[config.mk]
export PLATFORM = sky130hd
export DESIGN_NAME = autobaud_det
export DESIGN_NICKNAME = d
export VERILOG_FILES = /design/src/rtl/abd_pkg.sv /design/src/rtl/abd_brk_timer.sv /design/src/rtl/abd_sync_meter.sv /design/src/rtl/autobaud_det.sv
export SDC_FILE = /design/constraint.sdc
export NUM_CORES = 1
export LEC_CHECK = 0
export ABC_AREA = 1
export CORE_UTILIZATION = 35
export DETAILED_ROUTE_END_ITERATION = 7
export SLEW_MARGIN = 15
export SYNTH_ARGS = -nofsm -noshare
export SYNTH_HDL_FRONTEND = slang
export SYNTH_SLANG_ARGS = --single-unit
[constraint.sdc]
create_clock -name clk -period 2.2 [get_ports clk]
set_clock_uncertainty 0.2 [all_clocks]
set_input_delay 0.33 -clock clk [delete_from_list [all_inputs] [get_ports clk]]
set_output_delay 0.33 -clock clk [all_outputs]
set_load 0.01 [all_outputs]
[src/rtl/abd_pkg.sv]
package abd_pkg;
  typedef enum logic [2:0] {
    S_IDLE  = 3'd0,
    S_BRK   = 3'd1,
    S_GAP   = 3'd2,
    S_MEAS  = 3'd3,
    S_DRAIN = 3'd4
  } abd_state_e;
endpackage

[src/rtl/abd_brk_timer.sv]
module abd_brk_timer #(
  parameter int PER_W = 16,
  parameter int BIT_W = 5
) (
  input  logic             clk,
  input  logic             rst_n,
  input  logic             clear,
  input  logic             run,
  input  logic [PER_W-1:0] period,
  output logic [BIT_W-1:0] bits
);
  localparam logic [BIT_W-1:0] BITS_MAX = '1;

  logic [PER_W-1:0] phase;
  logic [PER_W-1:0] base_phase;
  logic [BIT_W-1:0] base_bits;
  logic             phase_wrap;

  // A new run starts from zero whenever clear is asserted.
  assign base_phase = clear ? '0 : phase;
  assign base_bits  = clear ? '0 : bits;
  assign phase_wrap = (base_phase == period - PER_W'(1));

  always_ff @(posedge clk or negedge rst_n) begin
    if (!rst_n) begin
      phase <= '0;
      bits  <= '0;
    end else if (run) begin
      if (phase_wrap) begin
        phase <= '0;
        bits  <= (base_bits == BITS_MAX) ? base_bits : base_bits + BIT_W'(1);
      end else begin
        phase <= base_phase + PER_W'(1);
        bits  <= base_bits;
      end
    end else if (clear) begin
      phase <= '0;
      bits  <= '0;
    end
  end

  assert_bits_frozen_R2: assert property (@(posedge clk) disable iff (!rst_n)
    (!run && !clear) |=> $stable(bits));
endmodule

[src/rtl/abd_sync_meter.sv]
module abd_sync_meter #(
  parameter int CNT_W  = 16,
  parameter int FALL_W = 3
) (
  input  logic              clk,
  input  logic              rst_n,
  input  logic              start,
  input  logic              run,
  input  logic              cnt_en,
  input  logic              fall,
  output logic [CNT_W-1:0]  cnt,
  output logic [FALL_W-1:0] falls,
  output logic              sat
);
  assign sat = (cnt == '1);

  always_ff @(posedge clk or negedge rst_n) begin
    if (!rst_n) begin
      cnt   <= '0;
      falls <= '0;
    end else if (start) begin
      cnt   <= '0;
      falls <= '0;
    end else if (run) begin
      if (fall)
        falls <= falls + FALL_W'(1);
      if (cnt_en && !sat)
        cnt <= cnt + CNT_W'(1);
    end
  end

  assert_cnt_holds_at_max_R7: assert property (@(posedge clk) disable iff (!rst_n)
    (run && !start && sat) |=> sat);
endmodule

[src/rtl/autobaud_det.sv]
module autobaud_det
  import abd_pkg::*;
#(
  parameter int PER_W      = 16,
  parameter int CNT_W      = 16,
  parameter int BRK_BITS   = 11,
  parameter int BTO_BITS   = 21,
  parameter int SYNC_FALLS = 5
) (
  input  logic             clk,
  input  logic             rst_n,
  input  logic             rx_in,
  input  logic             det_en,
  input  logic             meas_en,
  input  logic [PER_W-1:0] cur_period,
  output logic [CNT_W-4:0] div_out,
  output logic             div_valid,
  output logic             brk_seen,
  output logic             brk_tmo,
  output logic             sync_tmo,
  output logic             tx_hold
);
  localparam int BIT_W  = $clog2(BTO_BITS + 2);
  localparam int FALL_W = $clog2(SYNC_FALLS);
  localparam int DIV_W  = CNT_W - 3;

  // Saturating increment: converts "cycles after first edge" into the span.
  function automatic logic [CNT_W-1:0] sat_inc(input logic [CNT_W-1:0] m);
    return (m == '1) ? m : m + CNT_W'(1);
  endfunction

  // The span from the first to the last falling edge of 0x55 covers 8 bits.
  function automatic logic [DIV_W-1:0] div_of(input logic [CNT_W-1:0] span);
    return DIV_W'(span >> 3);
  endfunction

  abd_state_e state;

  // Named internal events.
  logic              rx_q;
  logic              line_low;
  logic              rx_fall;
  logic              brk_run;
  logic              brk_clr;
  logic [BIT_W-1:0]  brk_bits;
  logic              brk_long_enough;
  logic              brk_over;
  logic              meas_start;
  logic              meas_run;
  logic [CNT_W-1:0]  meas_cnt;
  logic [FALL_W-1:0] meas_falls;
  logic              meas_sat;
  logic              sync_done;

  always_ff @(posedge clk or negedge rst_n) begin
    if (!rst_n) rx_q <= 1'b1;
    else        rx_q <= rx_in;
  end

  assign line_low        = !rx_in;
  assign rx_fall         = rx_q && !rx_in;
  assign brk_clr         = (state == S_IDLE);
  assign brk_run         = det_en && line_low && (state == S_IDLE || state == S_BRK);
  assign brk_long_enough = (brk_bits >= BIT_W'(BRK_BITS));
  assign brk_over        = (brk_bits >= BIT_W'(BTO_BITS));
  assign meas_start      = det_en && (state == S_GAP) && rx_fall;
  assign meas_run        = (state == S_MEAS);
  assign sync_done       = meas_run && rx_fall && (meas_falls == FALL_W'(SYNC_FALLS - 2));

  abd_brk_timer #(.PER_W(PER_W), .BIT_W(BIT_W)) u_brk_timer (
    .clk    (clk),
    .rst_n  (rst_n),
    .clear  (brk_clr),
    .run    (brk_run),
    .period (cur_period),
    .bits   (brk_bits)
  );

  abd_sync_meter #(.CNT_W(CNT_W), .FALL_W(FALL_W)) u_sync_meter (
    .clk    (clk),
    .rst_n  (rst_n),
    .start  (meas_start),
    .run    (meas_run),
    .cnt_en (meas_en),
    .fall   (rx_fall),
    .cnt    (meas_cnt),
    .falls  (meas_falls),
    .sat    (meas_sat)
  );

  always_ff @(posedge clk or negedge rst_n) begin
    if (!rst_n) begin
      state     <= S_IDLE;
      div_out   <= '0;
      div_valid <= 1'b0;
      brk_seen  <= 1'b0;
      brk_tmo   <= 1'b0;
      sync_tmo  <= 1'b0;
    end else begin
      div_valid <= 1'b0;
      brk_seen  <= 1'b0;
      brk_tmo   <= 1'b0;
      sync_tmo  <= 1'b0;
      if (!det_en) begin
        state <= S_IDLE;
      end else begin
        case (state)
          S_IDLE: if (line_low) state <= S_BRK;
          S_BRK: begin
            if (line_low) begin
              if (brk_over) begin
                brk_tmo <= 1'b1;
                state   <= S_DRAIN;
              end
            end else if (brk_long_enough) begin
              brk_seen <= 1'b1;
              state    <= S_GAP;
            end else begin
              state <= S_IDLE;
            end
          end
          S_GAP: if (rx_fall) state <= S_MEAS;
          S_MEAS: begin
            if (sync_done) begin
              if (meas_en) begin
                div_valid <= 1'b1;
                div_out   <= div_of(sat_inc(meas_cnt));
              end
              state <= S_DRAIN;
            end else if (meas_en && meas_sat) begin
              sync_tmo <= 1'b1;
              state    <= S_DRAIN;
            end
          end
          S_DRAIN: if (!line_low) state <= S_IDLE;
          default: state <= S_IDLE;
        endcase
      end
    end
  end

  assign tx_hold = (state != S_IDLE);

  assert_single_event_R4: assert property (@(posedge clk) disable iff (!rst_n)
    $onehot0({brk_seen, brk_tmo, sync_tmo, div_valid}));
  assert_hold_after_break_R8: assert property (@(posedge clk) disable iff (!rst_n)
    brk_seen |-> tx_hold);
  assert_valid_needs_meas_R6: assert property (@(posedge clk) disable iff (!rst_n)
    div_valid |-> $past(meas_en));
  assert_div_stable_R5: assert property (@(posedge clk) disable iff (!rst_n)
    !div_valid |-> $stable(div_out));
  assert_idle_when_disabled_R9: assert property (@(posedge clk) disable iff (!rst_n)
    !det_en |=> !tx_hold);
endmodule

## After elaboration in Yosys (flattened, before gate mapping)

Index checks and enable logic that the tools add are counted.

- Flip-flop bits (word level): 61
- Input bits: 21
- Output and inout bits: 18
- Logic and storage cells: 92

- Add/subtract/negate cells: 5
- $lt $le $gt $ge: 2
- Eq/ne operators: 13
- Mux-type cells: 40
- Reductions and logical operators: 21

Operator list:

| operator | number |
|---|---|
| $mux W16 | 7 |
| $mux W3 | 11 |
| $add A16 B1 Y16 const B | 2 |
| $mux W5 | 4 |
| $eq A16 B16 Y1 | 1 |
| $eq A16 B16 Y1 const B | 1 |
| $mux W1 | 16 |
| $sub A16 B1 Y16 const B | 1 |
| $pmux W3 S5 | 1 |
| $eq A3 B2 Y1 const B | 3 |
| $logic_and A1 B1 Y1 | 9 |
| $ne A3 B3 Y1 const B | 3 |
| $reduce_bool A2 Y1 | 3 |
| $add A5 B1 Y5 const B | 1 |
| $eq A5 B5 Y1 const B | 1 |
| $ge A5 B4 Y1 const B | 1 |
| $ge A5 B5 Y1 const B | 1 |
| $reduce_and A5 Y1 | 1 |
| $ne A4 B2 Y1 const B | 1 |
| $ne A4 B4 Y1 const B | 1 |
| $reduce_and A2 Y1 | 2 |
| $reduce_and A4 Y1 | 1 |
| $add A3 B1 Y3 const B | 1 |
| $eq A3 B1 Y1 const B | 1 |
| 6 further kinds | 7 |

## Depth between registers and ports, before layout

- Depth in word-level cells: 7
- Gate-level depth with buffers: 16
- Gate-level depth less buffers: 16

## Modules after synthesis

Synthesis repeated with hierarchy kept, for this count alone.

- Cell total of the unflattened synthesis: 757
- Area total of the unflattened synthesis: 4942.2 µm²

By module, submodules not included:

| module | times used | cells an instance | area an instance (µm²) |
|---|---|---|---|
| abd_brk_timer | 1 | 375 | 2278.4 |
| autobaud_det | 1 | 222 | 1486.4 |
| abd_sync_meter | 1 | 160 | 1177.4 |

## Least setup slack after synthesis

Ideal clock, no wire load.

- Path kind: register to register
- From: register state[0]
- To: register u_brk_timer.phase[12]
- Data arrival time: 1.976 ns
- Required time: 1.929 ns
- Path slack: -0.047 ns
- Stages on the path, launching flop included: 17
- Path buffers: 1
- Period minus slack after synthesis: 2.247 ns
- Path through: dfrtp_1 > inv_2 > nand2_2 > buf_6 > nand2_2 > inv_1 > ha_1 > nand2_1 > nor2_1 > nand2_1 > nor2_1 > nand2_1 > nor3_4 > nand3_1 > nand2_1 > nand2_1 > nor2_1

- Cells in the longest elaborated chain, start to end: 5

RTL lines:

| element | line | source |
|---|---|---|
| from (decl) | autobaud_det.sv:37 | `abd_state_e state;` |
| from (signal assigned) | autobaud_det.sv:93 | `state <= S_IDLE;` |
| from (signal assigned) | autobaud_det.sv:105 | `state <= S_IDLE;` |
| from (signal assigned) | autobaud_det.sv:108 | `S_IDLE: if (line_low) state <= S_BRK;` |
| $logic_not A3 Y1 | autobaud_det.sv:62, autobaud_det.sv:63 |  |
| $mux W16 | abd_brk_timer.sv:20 | `assign base_phase = clear ? '0 : phase;` |
| $add A16 B1 Y16 / $eq A16 B16 Y1 (equally long branches) | abd_brk_timer.sv:33, abd_brk_timer.sv:22 |  |
| $mux W16 | abd_brk_timer.sv:29 | `if (phase_wrap) begin` |
| $mux W16 (*) | abd_brk_timer.sv:28 | `end else if (run) begin` |
| to (signal assigned) | abd_brk_timer.sv:33 | `phase <= base_phase + PER_W'(1);` |
| to (decl) | abd_brk_timer.sv:14 | `logic [PER_W-1:0] phase;` |

Every way passes the cells marked *; elsewhere a longest branch is shown, timed or not.
A chain may end at the register's enable or synchronous reset.

## Worst setup path after layout

- From: register state[2]
- To: register u_brk_timer.bits[0]

- Cells in the longest elaborated chain, start to end: 6

RTL lines:

| element | line | source |
|---|---|---|
| $logic_not A3 Y1 | autobaud_det.sv:62, autobaud_det.sv:63 |  |
| $mux W5 | - |  |
| $add A5 B1 Y5 / $eq A5 B5 Y1 (equally long branches) | abd_brk_timer.sv:31 | `bits <= (base_bits == BITS_MAX) ? base_bits : base_bits + BIT_W'(1);` |
| $mux W5 | abd_brk_timer.sv:31 |  |
| $mux W5 | abd_brk_timer.sv:29 |  |
| $mux W5 (*) | abd_brk_timer.sv:28 |  |
| to (signal assigned) | abd_brk_timer.sv:31 |  |
| to (signal assigned) | abd_brk_timer.sv:34 | `bits <= base_bits;` |
| to (decl) | abd_brk_timer.sv:10 | `output logic [BIT_W-1:0] bits` |

Marked as above.

==> impl_metrics.py <==
metrics = {
    "synth": {
        "avgSynthCellArea_um2": 6.50,
        "synthAdderAreaFrac": 0.0176,
        "synth_compound_area_frac": 0.0812,
        "synthMuxAreaShare": 0,
        "synth-simple-area-share": 0.430,
        "netlist_instances": 657,
        "syn-cell-area_um2": 4270,
        "syn-num-nets": 684,
        "yosys_register_bits": 61,
        "seq_area_frac_synth": 0.358,
        "synth_top_family_by_area": "simple AND/OR/NAND/NOR gates",
        "synth_ff_type": "dfrtp_1",
        "yosysWarnings": 0,
        "synth_edf_count": 0,
        "async_flop_share": 1.00,
        "synth_cell_types": 39,
        "synth_xor_area_frac": 0.0246,
    },
    "route": {
        "dr_total_vias": 4871,
        "dr.pass1.iters": 4,
        "drc": 0,
        "totalWireLength_um": 13800,
        "wl_per_cell_um": 14.1,
        "viasPerCell": 4.98,
        "ant_nets": 0,
        "drtIter0Drc": 228,
    },
    "timing": {
        "period_share": 1.06,
        "slew_headroom": 0.614,
        "tightest_slew_ps": 579,
        "period_minus_slack_ps": 2340,
        "worst_slack_ps": -143,
        "fmax_mhz": 427,
        "finalHoldViolations": 0,
        "rsz0062_at_grt": "true",
        "maxSlewViolCount": 0,
        "finalSetupViolCount": 31,
    },
    "critical_path": {
        "end_kind": "register",
        "critical_path_arrival_ps": 2420,
        "worstSetupStartpointType": "register",
        "critPathMaxFanout": 8,
        "required_ps": 2280,
        "worstSetupPathType": "register to register",
    },
    "cells_and_area": {
        "drive_gt1_frac": 0.331,
        "diodes": 0,
        "final_cell_mix": "177 x nand2_1, 116 x buf_4, 78 x inv_1",
        "final_common_cell": "nand2_1",
        "utilization": 0.578,
        "area_delta_synth_final_pct": 57.8,
        "nets": 857,
        "layout.cells.non_filler": 978,
    },
    "power": {
        "comb_power_share": 0.383,
        "p_sw_frac": 0.332,
        "switchingPower_uw": 1560,
        "internal_power_uw": 3130,
        "power_uw": 4690,
        "irDropWorstVdd_v": 0.000562,
        "p_seq_frac": 0.287,
        "clkPwrFrac": 0.330,
        "p_per_area_nw_per_um2": 696,
        "power_leakage_uw": 0.00337,
    },
    "floorplanning": {
        "io_pins": 39,
        "die_area_um2": 12600,
        "die_y_um": 112,
        "die_w_um": 112,
        "rows": 39,
        "initial_core_util": 0.366,
        "fp.coreArea_um2": 11700,
    },
    "cts": {
        "clk_latency_ps": 340,
        "clk_pin_slew_ps": 60,
        "numCtsBuffers": 9,
        "numClockSinks": 61,
        "cts_buffer_depth": 2,
        "cts_root_buffer": "clkbuf_16",
        "h-tree-depth": 3,
        "cts_tree": "yes",
    },
    "global_route": {
        "grt_pass1_wl_um": 22200,
        "grt_max_degree": 26,
        "grt_overflow": 0,
        "grtUsageTotal": 0.221,
        "grt_pass1_vias": 4847,
        "antenna_found_initial": 0,
    },
    "run": {
        "drv_cap": 0,
    },
    "placement": {
        "place_congestion": 0.940,
        "io_buffers": 38,
        "place_hpwl_um": 9670,
        "place_inst": 939,
    },
    "worst_hold_path": {
        "hold_class": "register to register",
    },
    "run_status": {
        "violations": "negative setup slack",
        "status": "finished, violations left",
    },
}
[cells in the mapped netlist (4+ instances only)]
cell | n | share of area
nand2_1 | 219 | 0.19
nor2_1 | 83 | 0.073
inv_1 | 82 | 0.072
nand3_1 | 63 | 0.074
dfrtp_1 | 60 | 0.35
o21ai_0 | 26 | 0.030
nand4_1 | 13 | 0.019
nor3_1 | 12 | 0.014
a21oi_1 | 11 | 0.013
a31oi_1 | 11 | 0.016
xor2_1 | 9 | 0.018
clkbuf_1 | 7 | 0.0062
nor2_2 | 7 | 0.010
ha_1 | 6 | 0.018
nand3b_1 | 6 | 0.011
nand2_2 | 4 | 0.0059
nor4_1 | 4 | 0.0059
[state kept, by name, summed over array words and instances (netlist names)]
signal              cells
u_sync_meter.falls      3
u_sync_meter.cnt       16
sync_tmo                1
div_valid               1
rx_q                    1
u_brk_timer.bits        5
brk_tmo                 1
div_out                13
brk_seen                1
u_brk_timer.phase      16
state                   3
[power groups by stage]
| stage | combinational [µW] | clock (µW) | sequential [µW] |
|---|---|---|---|
| floorplan | 631 | 0 | 1330 |
| global placement | 1160 | 0 | 1330 |
| detailed placement | 1190 | 0 | 1330 |
| CTS | 1610 | 1590 | 1320 |
| global route | 1930 | 1630 | 1360 |
| finish | 1800 | 1550 | 1340 |
[metrics by stage]
stage               instance area (µm²)  hold slack, ps  setup TNS (ps)  setup slack [ps]
floorplan                          4280            -166               0              1.16
CTS                                6380             299           -1350              -158
detailed placement                 5670             153          -12430              -663
finish                             6740             296           -1860              -143
global placement                   5670             146          -12440              -640
global route                       6740             326           -6450              -291
[cell type report]
class | instances | area, µm²
fillers | 1085 | 4920
multi-input cells | 501 | 2870
flip-flops and latches | 61 | 1530
repair buffers | 172 | 1510
inverters | 85 | 322
clock buffers | 12 | 256
well taps | 143 | 179
clock inverters | 4 | 70.1
[metal layers]
metal | routed length, µm | vias to the layer above | track usage
met5 | 0 | - | 0
met4 | 240 | 0 | 0.0836
met3 | 565 | 20 | 0.0367
met2 | 6930 | 103 | 0.387
met1 | 6080 | 2272 | 0.274
li1 | - | 2476 | -
[repair_timing]
| action | 4_1_cts | 5_1_grt |
|---|---|---|
| cloned | 1 | 1 |
| resized for setup | 75 | 86 |
| hold endpoints to repair | 18 | 0 |
| buffers inserted | 13 | 9 |
| pin swaps | 29 | 31 |
| hold buffers | 1 | 0 |
| endpoints found under the setup margin | 22 | 54 |
[final timing paths]
check | slack [ps] | startpoint | to | cells past startpoint
worst max register to register | -140 | state[2] | u_brk_timer.bits[0] | 15
worst min-delay path | 300 | u_sync_meter.falls[2] | u_sync_meter.falls[2] | 2
min in group asynchronous | 330 | rst_n | u_brk_timer.bits[0] | 2
max in group asynchronous | 940 | rst_n | div_out[2] | 3
worst min register to register | 300 | u_sync_meter.falls[2] | u_sync_meter.falls[2] | 2
worst max-delay path | -140 | state[2] | u_brk_timer.bits[0] | 15
[logic make-up after synthesis]
| group | Yosys count |
|---|---|
| simple gates | 422 |
| fa+ha+maj | 6 |
| compound gates | 60 |
| flops | 61 |
| buf+inv | 96 |
| xor+xnor | 12 |
[worst max-delay path, cell delays in order, from the launching register on]
cell and delay, ps:
dfrtp_1 400, nor2_4 240, nand2_8 130, buf_12 180
nand2_4 70, inv_2 50, nand2_1 80, nand2_2 90
nor2_2 120, nand3_1 100, nor2_2 160, buf_6 120
nand2_4 50, nor2_4 150, nand3_2 80, nand2_1 70
Power figures use the tool's default switching activity.
